===== config.mk =====
export PLATFORM = sky130hd
export DESIGN_NAME = raster_timing_gen
export DESIGN_NICKNAME = d
export VERILOG_FILES = /design/src/rtl/rtg_pkg.sv /design/src/rtl/rtg_regs.sv /design/src/rtl/rtg_scan.sv /design/src/rtl/rtg_window.sv /design/src/rtl/raster_timing_gen.sv
export SDC_FILE = /design/constraint.sdc
export NUM_CORES = 1
export LEC_CHECK = 0
export ABC_AREA = 1
export BUFFER_PORTS_ARGS = -buffer_cell sky130_fd_sc_hd__buf_2
export CORE_ASPECT_RATIO = 1.25
export CORE_MARGIN = 2
export CORE_UTILIZATION = 50
export DETAILED_ROUTE_END_ITERATION = 7
export PLACE_DENSITY = 0.76
export RECOVER_POWER = 50
export SYNTH_ARGS = -nofsm -noshare
export SYNTH_HDL_FRONTEND = slang
export SYNTH_SLANG_ARGS = --single-unit

===== constraint.sdc =====
create_clock -name clk -period 2.1 [get_ports clk]
set_clock_uncertainty 0.15 [all_clocks]
set_input_delay 0.315 -clock clk [delete_from_list [all_inputs] [get_ports clk]]
set_output_delay 0.315 -clock clk [all_outputs]
set_load 0.005 [all_outputs]

===== src/rtl/rtg_pkg.sv =====
package rtg_pkg;
    localparam int ADDR_W   = 4;
    localparam int DATA_W   = 32;
    localparam int CNT_W    = DATA_W / 2;
    localparam int WIN_N    = 3;
    localparam int WIN_SYNC   = 0;
    localparam int WIN_BLANK  = 1;
    localparam int WIN_ACTIVE = 2;

    typedef logic [ADDR_W-1:0] rtg_addr_t;

    localparam rtg_addr_t RA_HTOTAL  = 4'd0;
    localparam rtg_addr_t RA_HSYNC   = 4'd1;
    localparam rtg_addr_t RA_HBLANK  = 4'd2;
    localparam rtg_addr_t RA_HACTIVE = 4'd3;
    localparam rtg_addr_t RA_VTOTAL  = 4'd4;
    localparam rtg_addr_t RA_VSYNC   = 4'd5;
    localparam rtg_addr_t RA_VBLANK  = 4'd6;
    localparam rtg_addr_t RA_VACTIVE = 4'd7;
    localparam rtg_addr_t RA_CTRL    = 4'd8;
    localparam rtg_addr_t RA_KEY     = 4'd9;

    localparam logic [DATA_W-1:0] KEY_WORD = 32'h0000_00AA;

    // stop in the upper half, start in the lower half
    typedef struct packed {
        logic [CNT_W-1:0] stop;
        logic [CNT_W-1:0] start;
    } rtg_pair_t;

    typedef enum logic {LK_SHUT, LK_OPEN} rtg_lock_e;
    typedef enum logic {TG_IDLE, TG_RUN}  rtg_scan_e;
endpackage


===== src/rtl/rtg_regs.sv =====
module rtg_regs
    import rtg_pkg::*;
(
    input  logic                    clk,
    input  logic                    rst_n,
    input  logic                    wr_i,
    input  logic                    rd_i,
    input  rtg_addr_t               addr_i,
    input  logic [DATA_W-1:0]       wdata_i,
    output logic [DATA_W-1:0]       rdata_o,
    output logic [CNT_W-1:0]        htotal_o,
    output logic [CNT_W-1:0]        vtotal_o,
    output rtg_pair_t [WIN_N-1:0]   hwin_o,
    output rtg_pair_t [WIN_N-1:0]   vwin_o,
    output logic                    enable_o,
    output logic                    gate_open_o
);
    rtg_lock_e lk_q, lk_d;
    logic      key_wr;
    logic      any_access;
    logic      wr_ok;

    logic [CNT_W-1:0]      htotal_q, vtotal_q;
    rtg_pair_t [WIN_N-1:0] hwin_q, vwin_q;
    logic                  enable_q;

    assign key_wr     = wr_i && (addr_i == RA_KEY) && (wdata_i == KEY_WORD);
    assign any_access = wr_i || rd_i;

    // lock state register
    always_ff @(posedge clk or negedge rst_n) begin
        if (!rst_n) lk_q <= LK_SHUT;
        else        lk_q <= lk_d;
    end

    // lock next state
    always_comb begin
        lk_d = lk_q;
        unique case (lk_q)
            LK_SHUT: lk_d = key_wr ? LK_OPEN : LK_SHUT;
            LK_OPEN: begin
                if (key_wr)          lk_d = LK_OPEN;
                else if (any_access) lk_d = LK_SHUT;
                else                 lk_d = LK_OPEN;
            end
        endcase
    end

    assign wr_ok = wr_i && (lk_q == LK_OPEN) && !key_wr;

    always_ff @(posedge clk or negedge rst_n) begin
        if (!rst_n) begin
            htotal_q <= '0;
            vtotal_q <= '0;
            hwin_q   <= '0;
            vwin_q   <= '0;
            enable_q <= 1'b0;
        end else if (wr_ok) begin
            case (addr_i)
                RA_HTOTAL:  htotal_q           <= wdata_i[CNT_W-1:0];
                RA_HSYNC:   hwin_q[WIN_SYNC]   <= wdata_i;
                RA_HBLANK:  hwin_q[WIN_BLANK]  <= wdata_i;
                RA_HACTIVE: hwin_q[WIN_ACTIVE] <= wdata_i;
                RA_VTOTAL:  vtotal_q           <= wdata_i[CNT_W-1:0];
                RA_VSYNC:   vwin_q[WIN_SYNC]   <= wdata_i;
                RA_VBLANK:  vwin_q[WIN_BLANK]  <= wdata_i;
                RA_VACTIVE: vwin_q[WIN_ACTIVE] <= wdata_i;
                RA_CTRL:    enable_q           <= wdata_i[0];
                default:    ;
            endcase
        end
    end

    always_ff @(posedge clk or negedge rst_n) begin
        if (!rst_n) begin
            rdata_o <= '0;
        end else if (rd_i) begin
            case (addr_i)
                RA_HTOTAL:  rdata_o <= DATA_W'(htotal_q);
                RA_HSYNC:   rdata_o <= hwin_q[WIN_SYNC];
                RA_HBLANK:  rdata_o <= hwin_q[WIN_BLANK];
                RA_HACTIVE: rdata_o <= hwin_q[WIN_ACTIVE];
                RA_VTOTAL:  rdata_o <= DATA_W'(vtotal_q);
                RA_VSYNC:   rdata_o <= vwin_q[WIN_SYNC];
                RA_VBLANK:  rdata_o <= vwin_q[WIN_BLANK];
                RA_VACTIVE: rdata_o <= vwin_q[WIN_ACTIVE];
                RA_CTRL:    rdata_o <= DATA_W'(enable_q);
                RA_KEY:     rdata_o <= DATA_W'(lk_q == LK_OPEN);
                default:    rdata_o <= '0;
            endcase
        end
    end

    assign htotal_o    = htotal_q;
    assign vtotal_o    = vtotal_q;
    assign hwin_o      = hwin_q;
    assign vwin_o      = vwin_q;
    assign enable_o    = enable_q;
    assign gate_open_o = (lk_q == LK_OPEN);
endmodule


===== src/rtl/rtg_scan.sv =====
module rtg_scan
    import rtg_pkg::*;
(
    input  logic             clk,
    input  logic             rst_n,
    input  logic             enable_i,
    input  logic [CNT_W-1:0] htotal_i,
    input  logic [CNT_W-1:0] vtotal_i,
    output logic [CNT_W-1:0] hcnt_o,
    output logic [CNT_W-1:0] vcnt_o,
    output logic             run_o
);
    rtg_scan_e st_q, st_d;
    logic [CNT_W-1:0] hcnt_q, vcnt_q;
    logic             h_wrap;

    always_ff @(posedge clk or negedge rst_n) begin
        if (!rst_n) st_q <= TG_IDLE;
        else        st_q <= st_d;
    end

    always_comb begin
        st_d = st_q;
        unique case (st_q)
            TG_IDLE: st_d = enable_i ? TG_RUN  : TG_IDLE;
            TG_RUN:  st_d = enable_i ? TG_RUN  : TG_IDLE;
        endcase
    end

    assign h_wrap = (hcnt_q == '0);

    always_ff @(posedge clk or negedge rst_n) begin
        if (!rst_n) begin
            hcnt_q <= '0;
            vcnt_q <= '0;
        end else begin
            unique case (st_q)
                TG_IDLE: begin
                    hcnt_q <= htotal_i;
                    vcnt_q <= vtotal_i;
                end
                TG_RUN: begin
                    if (h_wrap) begin
                        hcnt_q <= htotal_i;
                        vcnt_q <= (vcnt_q == '0) ? vtotal_i : vcnt_q - 1'b1;
                    end else begin
                        hcnt_q <= hcnt_q - 1'b1;
                    end
                end
            endcase
        end
    end

    assign hcnt_o = hcnt_q;
    assign vcnt_o = vcnt_q;
    assign run_o  = (st_q == TG_RUN);
endmodule


===== src/rtl/rtg_window.sv =====
module rtg_window
    import rtg_pkg::*;
(
    input  logic             run_i,
    input  logic [CNT_W-1:0] cnt_i,
    input  rtg_pair_t        pair_i,
    output logic             hit_o
);
    logic below_start, above_stop;

    assign below_start = (cnt_i <= pair_i.start);
    assign above_stop  = (cnt_i >  pair_i.stop);
    assign hit_o       = run_i && below_start && above_stop;
endmodule


===== src/rtl/raster_timing_gen.sv =====
module raster_timing_gen
    import rtg_pkg::*;
(
    input  logic              clk,
    input  logic              rst_n,
    input  logic              bus_wr_i,
    input  logic              bus_rd_i,
    input  logic [3:0]        bus_addr_i,
    input  logic [31:0]       bus_wdata_i,
    output logic [31:0]       bus_rdata_o,
    output logic              h_sync_o,
    output logic              h_blank_o,
    output logic              h_active_o,
    output logic              v_sync_o,
    output logic              v_blank_o,
    output logic              v_active_o
);
    logic [CNT_W-1:0]      htotal, vtotal, hcnt, vcnt;
    rtg_pair_t [WIN_N-1:0] hwin, vwin;
    logic                  enable, gate_open, run;
    logic [WIN_N-1:0]      h_hit, v_hit;

    rtg_regs u_regs (
        .clk         (clk),
        .rst_n       (rst_n),
        .wr_i        (bus_wr_i),
        .rd_i        (bus_rd_i),
        .addr_i      (bus_addr_i),
        .wdata_i     (bus_wdata_i),
        .rdata_o     (bus_rdata_o),
        .htotal_o    (htotal),
        .vtotal_o    (vtotal),
        .hwin_o      (hwin),
        .vwin_o      (vwin),
        .enable_o    (enable),
        .gate_open_o (gate_open)
    );

    rtg_scan u_scan (
        .clk      (clk),
        .rst_n    (rst_n),
        .enable_i (enable),
        .htotal_i (htotal),
        .vtotal_i (vtotal),
        .hcnt_o   (hcnt),
        .vcnt_o   (vcnt),
        .run_o    (run)
    );

    for (genvar w = 0; w < WIN_N; w++) begin : g_win
        rtg_window u_h (
            .run_i  (run),
            .cnt_i  (hcnt),
            .pair_i (hwin[w]),
            .hit_o  (h_hit[w])
        );
        rtg_window u_v (
            .run_i  (run),
            .cnt_i  (vcnt),
            .pair_i (vwin[w]),
            .hit_o  (v_hit[w])
        );
    end

    assign h_sync_o   = h_hit[WIN_SYNC];
    assign h_blank_o  = h_hit[WIN_BLANK];
    assign h_active_o = h_hit[WIN_ACTIVE];
    assign v_sync_o   = v_hit[WIN_SYNC];
    assign v_blank_o  = v_hit[WIN_BLANK];
    assign v_active_o = v_hit[WIN_ACTIVE];
endmodule


==> impl_metrics.yaml, run 1 <==
floorplanning:
  dieWidth_um: 179
  initial_core_util_pct: 50.4
  io_pins: 78
  rows: 80
  die-area_mm2: 0.0399
  core_area_mm2: 0.0380
  die_y_um: 223
final_layout:
  multiInputGateArea_mm2: 0.0113
  antennaDiodeCount: 0
  fin_nets: 3117
  area.growth.synth_to_final_pct: 29.1
  ff_latch_area_mm2: 0.00731
  fill_cells: 3124
  final_cells: 3394
  drive_above_1_share_pct: 21.6
critical_path:
  critPathArrivalTime_ns: 2.35
  max_stage_delay_ns: 0.45
  ff2ff_path_depth: 12
  critPathRequiredTime_ns: 1.63
  cp_num_buf_inv: 3
  cp_top_family: "simple AND/OR/NAND/NOR gates"
  cp-end-kind: "output pin"
  cp.depth: 11
  reg2reg_from: "u_scan.vcnt_o[2]$_DFFE_PN0P_"
  criticalPathCategory: "reg -> out"
  crit_fanout: 5
  critPathSlowestCell: "dfrtp_2"
  startpoint: "u_scan.hcnt_o[5]$_DFF_PN0_"
  cp_cell_sequence: "buf_12 > buf_4 > ha_4 > nand2_2 > nor2_4 > nand4_1 > nor2_1 > nor2_1 > nand2_2 > nor2_2 > buf_2"
  cp-start-kind: "flop"
clock_network:
  cts_max_path_buffers: 3
  clk_pin_slew_worst_paths_ns: 0.06
  clk_latency_ns: 0.59
  htreeDepth: 1
  cts_tree: "built"
  cts_sinks: 291
  root_buffer: "clkbuf_16"
  cts_buffers: 31
sta:
  finalMaxSlewViolations: 0
  rsz0062_at_grt: "true"
  setup-tns-final_ns: -4.22
  hold_violations: 0
  holdWs_ns: 0.00773
  setup_slack_ns: -0.716
  tightest_slew_ns: 0.980
  fmax_mhz: 355
  finalCriticalPeriod_ns: 2.82
  min_period_over_period_pct: 134
  slew_headroom_pct: 34.7
  setup_viol: 9
power_and_ir_drop:
  power_switching_mw: 2.82
  p_clk_share_pct: 48.1
  pwr-share-seq_pct: 47.3
  p_leak_nw: 13.0
  swShare_pct: 23.8
  peakVddDrop_uv: 578
  intPower_mw: 9.03
  p_per_area_mw_per_mm2: 479
  comb_power_share_pct: 4.6
worst_hold_path:
  hold_depth: 4
  hold_path_startpoint: "bus_addr_i[1]"
  hold_class: "in -> reg"
routing:
  firstDrtPassIters: 8
  route.detailed.drc: 0
  drtIter0Drc: 2393
  ant_nets: 0
  routed_via_density: 6.04
  routedWlPerCell_um: 22.3
  vias: 20500
  drt-total-wl_mm: 75.8
global_routing:
  antenna_found_initial: 1
  grt_pass1_vias: 19500
  grt_usage_pct: 36.9
  grt_max_degree: 78
  grt_overflow_total: 0
  grt_pass1_wl_mm: 112
place:
  io_buffers: 77
  gp_congestion: 1.01
  dp_hpwl_mm: 53.9
  dp_slack_ns: -0.242
  dp.cells: 3283
run_status:
  status: "finished with violations"
  violations: "setup timing"
synth:
  syn-num-nets: 2859
  syn_area_mm2: 0.0192
  ys_warn_count: 0
  ys_types: 29
  synth_cells: 2623
  ys_seq_area_share_pct: 38.0
  synth.avg_cell_area_um2: 7.31
  ys_ff_latch: 291
run:
  maxCapViolations: 0
==> sequential cells by signal (all words and copies together) (netlist names) <==
| register | cells |
|---|---|
| u_scan.run_o | 1 |
| u_scan.vcnt_o | 16 |
| u_regs.htotal_o | 16 |
| u_regs.gate_open_o | 1 |
| u_scan.hcnt_o | 16 |
| u_regs.enable_o | 1 |
| u_regs.vwin_o | 96 |
| u_regs.vtotal_o | 16 |
| u_regs.hwin_o | 96 |
| u_regs.rdata_o | 32 |
==> cells in the mapped netlist <==
master	n	area share, %
a21o_1	6	0.23
a21oi_1	96	2.5
a31oi_1	2	0.065
buf_1	8	0.16
buf_2	45	1.2
buf_4	4	0.16
buf_6	13	0.76
clkbuf_1	72	1.4
clkinv_1	8	0.16
dfrtp_1	291	38
ha_1	196	13
inv_1	303	5.9
inv_2	2	0.039
nand2_1	927	18
nand2_2	1	0.033
nand3_1	46	1.2
nand3b_1	2	0.078
nand4_1	246	8.0
nor2_1	176	3.4
nor2_2	1	0.033
nor3_1	7	0.18
nor3_2	1	0.052
o211ai_1	3	0.12
o21a_1	6	0.23
o21ai_0	52	1.4
o21bai_1	1	0.039
o22ai_1	96	3.1
xnor2_1	5	0.23
xor2_1	7	0.32
==> worst paths after layout <==
check / to / slack, ns
max in group asynchronous: u_scan.hcnt_o[15]$_DFF_PN0_ / 0.27
worst max-delay path: h_active_o / -0.72
worst max register to register: u_scan.vcnt_o[15]$_DFFE_PN0P_ / -0.02
worst min-delay path: u_regs.enable_o$_DFFE_PN0P_ / 0.008
worst min register to register: u_scan.run_o$_DFF_PN0_ / 0.32
min in group asynchronous: u_regs.vwin_o[52]$_DFFE_PN0P_ / 0.27
==> worst register-to-register path, cell delays in order (launching register included) <==
cell	delay, ns
dfrtp_2	0.47
buf_4	0.16
buf_4	0.15
nor2_2	0.17
nand2_1	0.11
nor2_4	0.16
nand2_2	0.08
nand2_4	0.10
buf_12	0.12
clkbuf_16	0.14
a21oi_1	0.06
nand2_1	0.09
nand2_1	0.05
==> layout make-up <==
cell class	instances	area share (%)
clock inverters	11	0.546
multi-input cells	1877	45.8
inverters	313	4.80
clock buffers	43	3.60
flip-flops and latches	291	29.5
well taps	492	2.49
repair buffers	367	13.2
==> cell usage in the layout, fill, tap and decap left out, types with 13 or more instances in the layout <==
cell type and instances:
buf_12 45, nand4_1 246, buf_2 73, a21oi_1 80, nand3_1 43, ha_1 127
nor2_1 134, clkbuf_16 33, nor2_4 15, buf_4 202, o21ai_0 43, inv_2 18
nand2_2 40, dfrtp_2 21, inv_1 287, nand2_1 880, ha_4 69, nor2_2 28
buf_6 25, o22ai_1 96, a21oi_2 13, dfrtp_1 270
==> through the flow <==
step / total power, mW / area, um2 / utilization, %
global placement: 6.22 / 21800 / 57.3
floorplan: 5.85 / 19200 / -
global route: 12.1 / 24700 / 65.0
finish: 11.8 / 24700 / 65.0
CTS: 11.9 / 23800 / 62.5
detailed placement: 6.23 / 21800 / 57.3
==> per-layer routing <==
layer  GRT usage (%)  share of wire [%]  vias to the layer above
li1                -                  -                     9130
met1            48.5                 37                     9648
met2            56.4                 44                     1363
met3            6.73                 11                      370
met4            22.6                7.9                        0
met5               0                  0                        -
==> power by group through the flow <==
| stage | logic (mW) | registers (mW) | clock network (mW) |
|---|---|---|---|
| after floorplan | 0.137 | 5.71 | 0 |
| after global placement | 0.515 | 5.71 | 0 |
| after detailed placement | 0.523 | 5.71 | 0 |
| after CTS | 0.538 | 5.61 | 5.72 |
| after global routing | 0.566 | 5.60 | 5.95 |
| final | 0.542 | 5.61 | 5.70 |
==> kinds of logic after synthesis <==
| logic type | count (synthesis) | share of synthesized area [%] |
|---|---|---|
| fa+ha+maj | 196 | 12.8 |
| simple gates | 1407 | 31.2 |
| flops | 291 | 38.0 |
| compound gates | 262 | 7.69 |
| xor+xnor | 12 | 0.548 |
| buf+inv | 455 | 9.79 |
==> repair_timing <==
item / CTS / global route
resized for setup: 143 / 138
hold buffers: 10 / 0
setup buffers: 15 / 32
gates cloned: 0 / 2
pin swaps: 47 / 55
endpoints found under the setup margin: 16 / 176
endpoints found under the hold margin: 324 / 0
No activity file was read; power rests on OpenSTA's default activity.
==> run 2: changes to the inputs <==
--- a/config.mk
+++ b/config.mk
@@ -11,7 +11,7 @@
 export CORE_MARGIN = 2
 export CORE_UTILIZATION = 50
 export DETAILED_ROUTE_END_ITERATION = 7
-export PLACE_DENSITY = 0.76
+export PLACE_DENSITY = 0.68
 export RECOVER_POWER = 50
 export SYNTH_ARGS = -nofsm -noshare
 export SYNTH_HDL_FRONTEND = slang
==> run 2 against run 1 <==
  * The run still ends with setup timing left
  * Non-clock buffer count down 15
  * Combinational power up 0.7%
  * Design area down 2.8%
  * Critical path depth unchanged
  * Largest cell class unchanged
  * Largest power group unchanged
==> impl_metrics.yaml, run 2 (synthesis gave the netlist of run 1 again) <==
sta:
  fmax_mhz: 356
  rsz0062_at_grt: "true"
  holdWs_ns: 0.0225
  setup_viol: 13
  slew_headroom_pct: 28.8
  finalMaxSlewViolations: 0
  min_period_over_period_pct: 134
  setup_slack_ns: -0.712
  hold_violations: 0
  tightest_slew_ns: 1.07
  finalCriticalPeriod_ns: 2.81
final_layout:
  area.growth.synth_to_final_pct: 25.4
  final_cell_mix: "nand2_1 (893), inv_1 (295), dfrtp_1 (271), nand4_1 (246), buf_4 (208)"
  fin_nets: 3105
  final_cells: 3381
  drive_above_1_share_pct: 19.1
  final_common_cell: "nand2_1"
  postLayoutCoreUtil_pct: 63.2
  antennaDiodeCount: 0
critical_path:
  path_common_cell: "nand2_2"
  max_stage_delay_ns: 0.53
  critPathSlowestCell: "dfrtp_2"
  cp-start-kind: "flop"
  critPathRequiredTime_ns: 1.63
  cp_num_buf_inv: 3
  cp_cell_sequence: "buf_12 > ha_4 > nand2_2 > nor2_4 > nand2_2 > inv_1 > nand2_1 > nand2_1 > nand2_2 > nor2_4 > buf_2"
  criticalPathCategory: "reg -> out"
  critPathArrivalTime_ns: 2.35
  cp-end-kind: "output pin"
  crit_fanout: 5
  cp_top_family: "simple AND/OR/NAND/NOR gates"
clock_network:
  htreeDepth: 2
  cts_tree: "built"
  cts_max_path_buffers: 3
  cts_sinks: 291
  clk_latency_ns: 0.54
  clk_pin_slew_worst_paths_ns: 0.06
  root_buffer: "clkbuf_16"
  cts_buffers: 34
power_and_ir_drop:
  pwr-share-seq_pct: 44.9
  p_per_area_mw_per_mm2: 519
  p_clk_share_pct: 50.7
  power_switching_mw: 2.90
  peakVddDrop_uv: 623
  swShare_pct: 23.2
  p_leak_nw: 12.9
  p_total_mw: 12.5
  comb_power_share_pct: 4.4
  intPower_mw: 9.59
global_routing:
  grt_max_degree: 70
  grt_pass1_wl_mm: 112
  grt_usage_pct: 37.5
  antenna_found_initial: 3
  grt_pass1_vias: 18900
  grt_overflow_total: 0
run:
  maxCapViolations: 0
routing:
  route.detailed.drc: 0
  ant_nets: 0
  drtIter0Drc: 2080
  vias: 19800
  firstDrtPassIters: 6
  routedWlPerCell_um: 22.4
  drt-total-wl_mm: 75.6
  routed_via_density: 5.85
place:
  dp_slack_ns: -0.454
  gp_congestion: 0.987
  dp.cells: 3299
  io_buffers: 77
  dp_hpwl_mm: 55.4
worst_hold_path:
  hold_class: "in -> reg"
run_status:
  violations: "setup timing"
  status: "finished with violations"
floorplanning:
  initial_core_util_pct: 50.4
  core_area_mm2: 0.0380
  dieWidth_um: 179
  die_y_um: 223
  io_pins: 78
  rows: 80
  die-area_mm2: 0.0399
## run 2: changes by cell type in the layout (fill, tap and decap cells not counted), sizes merged
cell and change:
buf -7, dlygate4sd3 -7, clkbuf +4, clkinvlp -2, inv -2, bufinv +1
## run 2: final cells by class
type / count / area, um2
Clock buffer: 48 / 1020
Inverter: 313 / 1190
Clock inverter: 8 / 146
Tap cell: 492 / 616
Multi-Input combinational cell: 1877 / 10800
Timing Repair Buffer: 352 / 2990
Sequential cell: 291 / 7310
Fill cell: 3445 / 14000
## run 2: metal layers
layer | track usage [%] | up-vias | wire [um]
met4 | 17.4 | 6 | 4060
met2 | 57.9 | 1038 | 33800
met3 | 9.65 | 234 | 7910
met1 | 49.1 | 9376 | 29800
li1 | - | 9130 | -
met5 | 0 | - | 38
## run 2: repair_timing
item	4_1_cts	5_1_grt
cloned	1	5
hold buffers	3	0
pin swaps	43	59
endpoints found under the setup margin	7	36
resized for setup	97	125
setup buffers	13	6
hold endpoints to repair	303	0
## run 2: worst paths after layout
path | start | end | slack (ns) | cells after the start
max | u_scan.vcnt_o[11]$_DFFE_PN0P_ | v_sync_o | -0.71 | 11
min in group asynchronous | rst_n | u_regs.vwin_o[51]$_DFFE_PN0P_ | 0.37 | 2
max reg2reg | u_scan.hcnt_o[0]$_DFF_PN0_ | u_scan.vcnt_o[7]$_DFFE_PN0P_ | -0.07 | 13
max in group asynchronous | rst_n | u_scan.hcnt_o[13]$_DFF_PN0_ | 0.11 | 3
min reg2reg | u_regs.enable_o$_DFFE_PN0P_ | u_scan.run_o$_DFF_PN0_ | 0.26 | 0
min | bus_wdata_i[17] | u_regs.hwin_o[49]$_DFFE_PN0P_ | 0.02 | 3
## run 2: tightest hold or removal path, delay by kind of cell
kind / cells / cell delay (ns)
buffers and inverters: 1 / 0.19
AND/OR/NAND/NOR: 2 / 0.16
## run 2: power by group through the flow
stage	registers, mW	logic [mW]	clock network, mW
2_1_floorplan	5.71	0.137	0
3_3_place_gp	5.71	0.542	0
3_5_place_dp	5.71	0.546	0
4_1_cts	5.61	0.552	6.38
5_1_grt	5.60	0.573	6.60
6_report	5.61	0.546	6.34
## run 2: metrics by stage
stage | setup TNS [ns] | area [um2]
floorplan | 0 | 19200
global placement | -14.38 | 21800
detailed placement | -19.74 | 21800
CTS | -4.18 | 23600
global route | -8.35 | 24000
finish | -4.35 | 24000
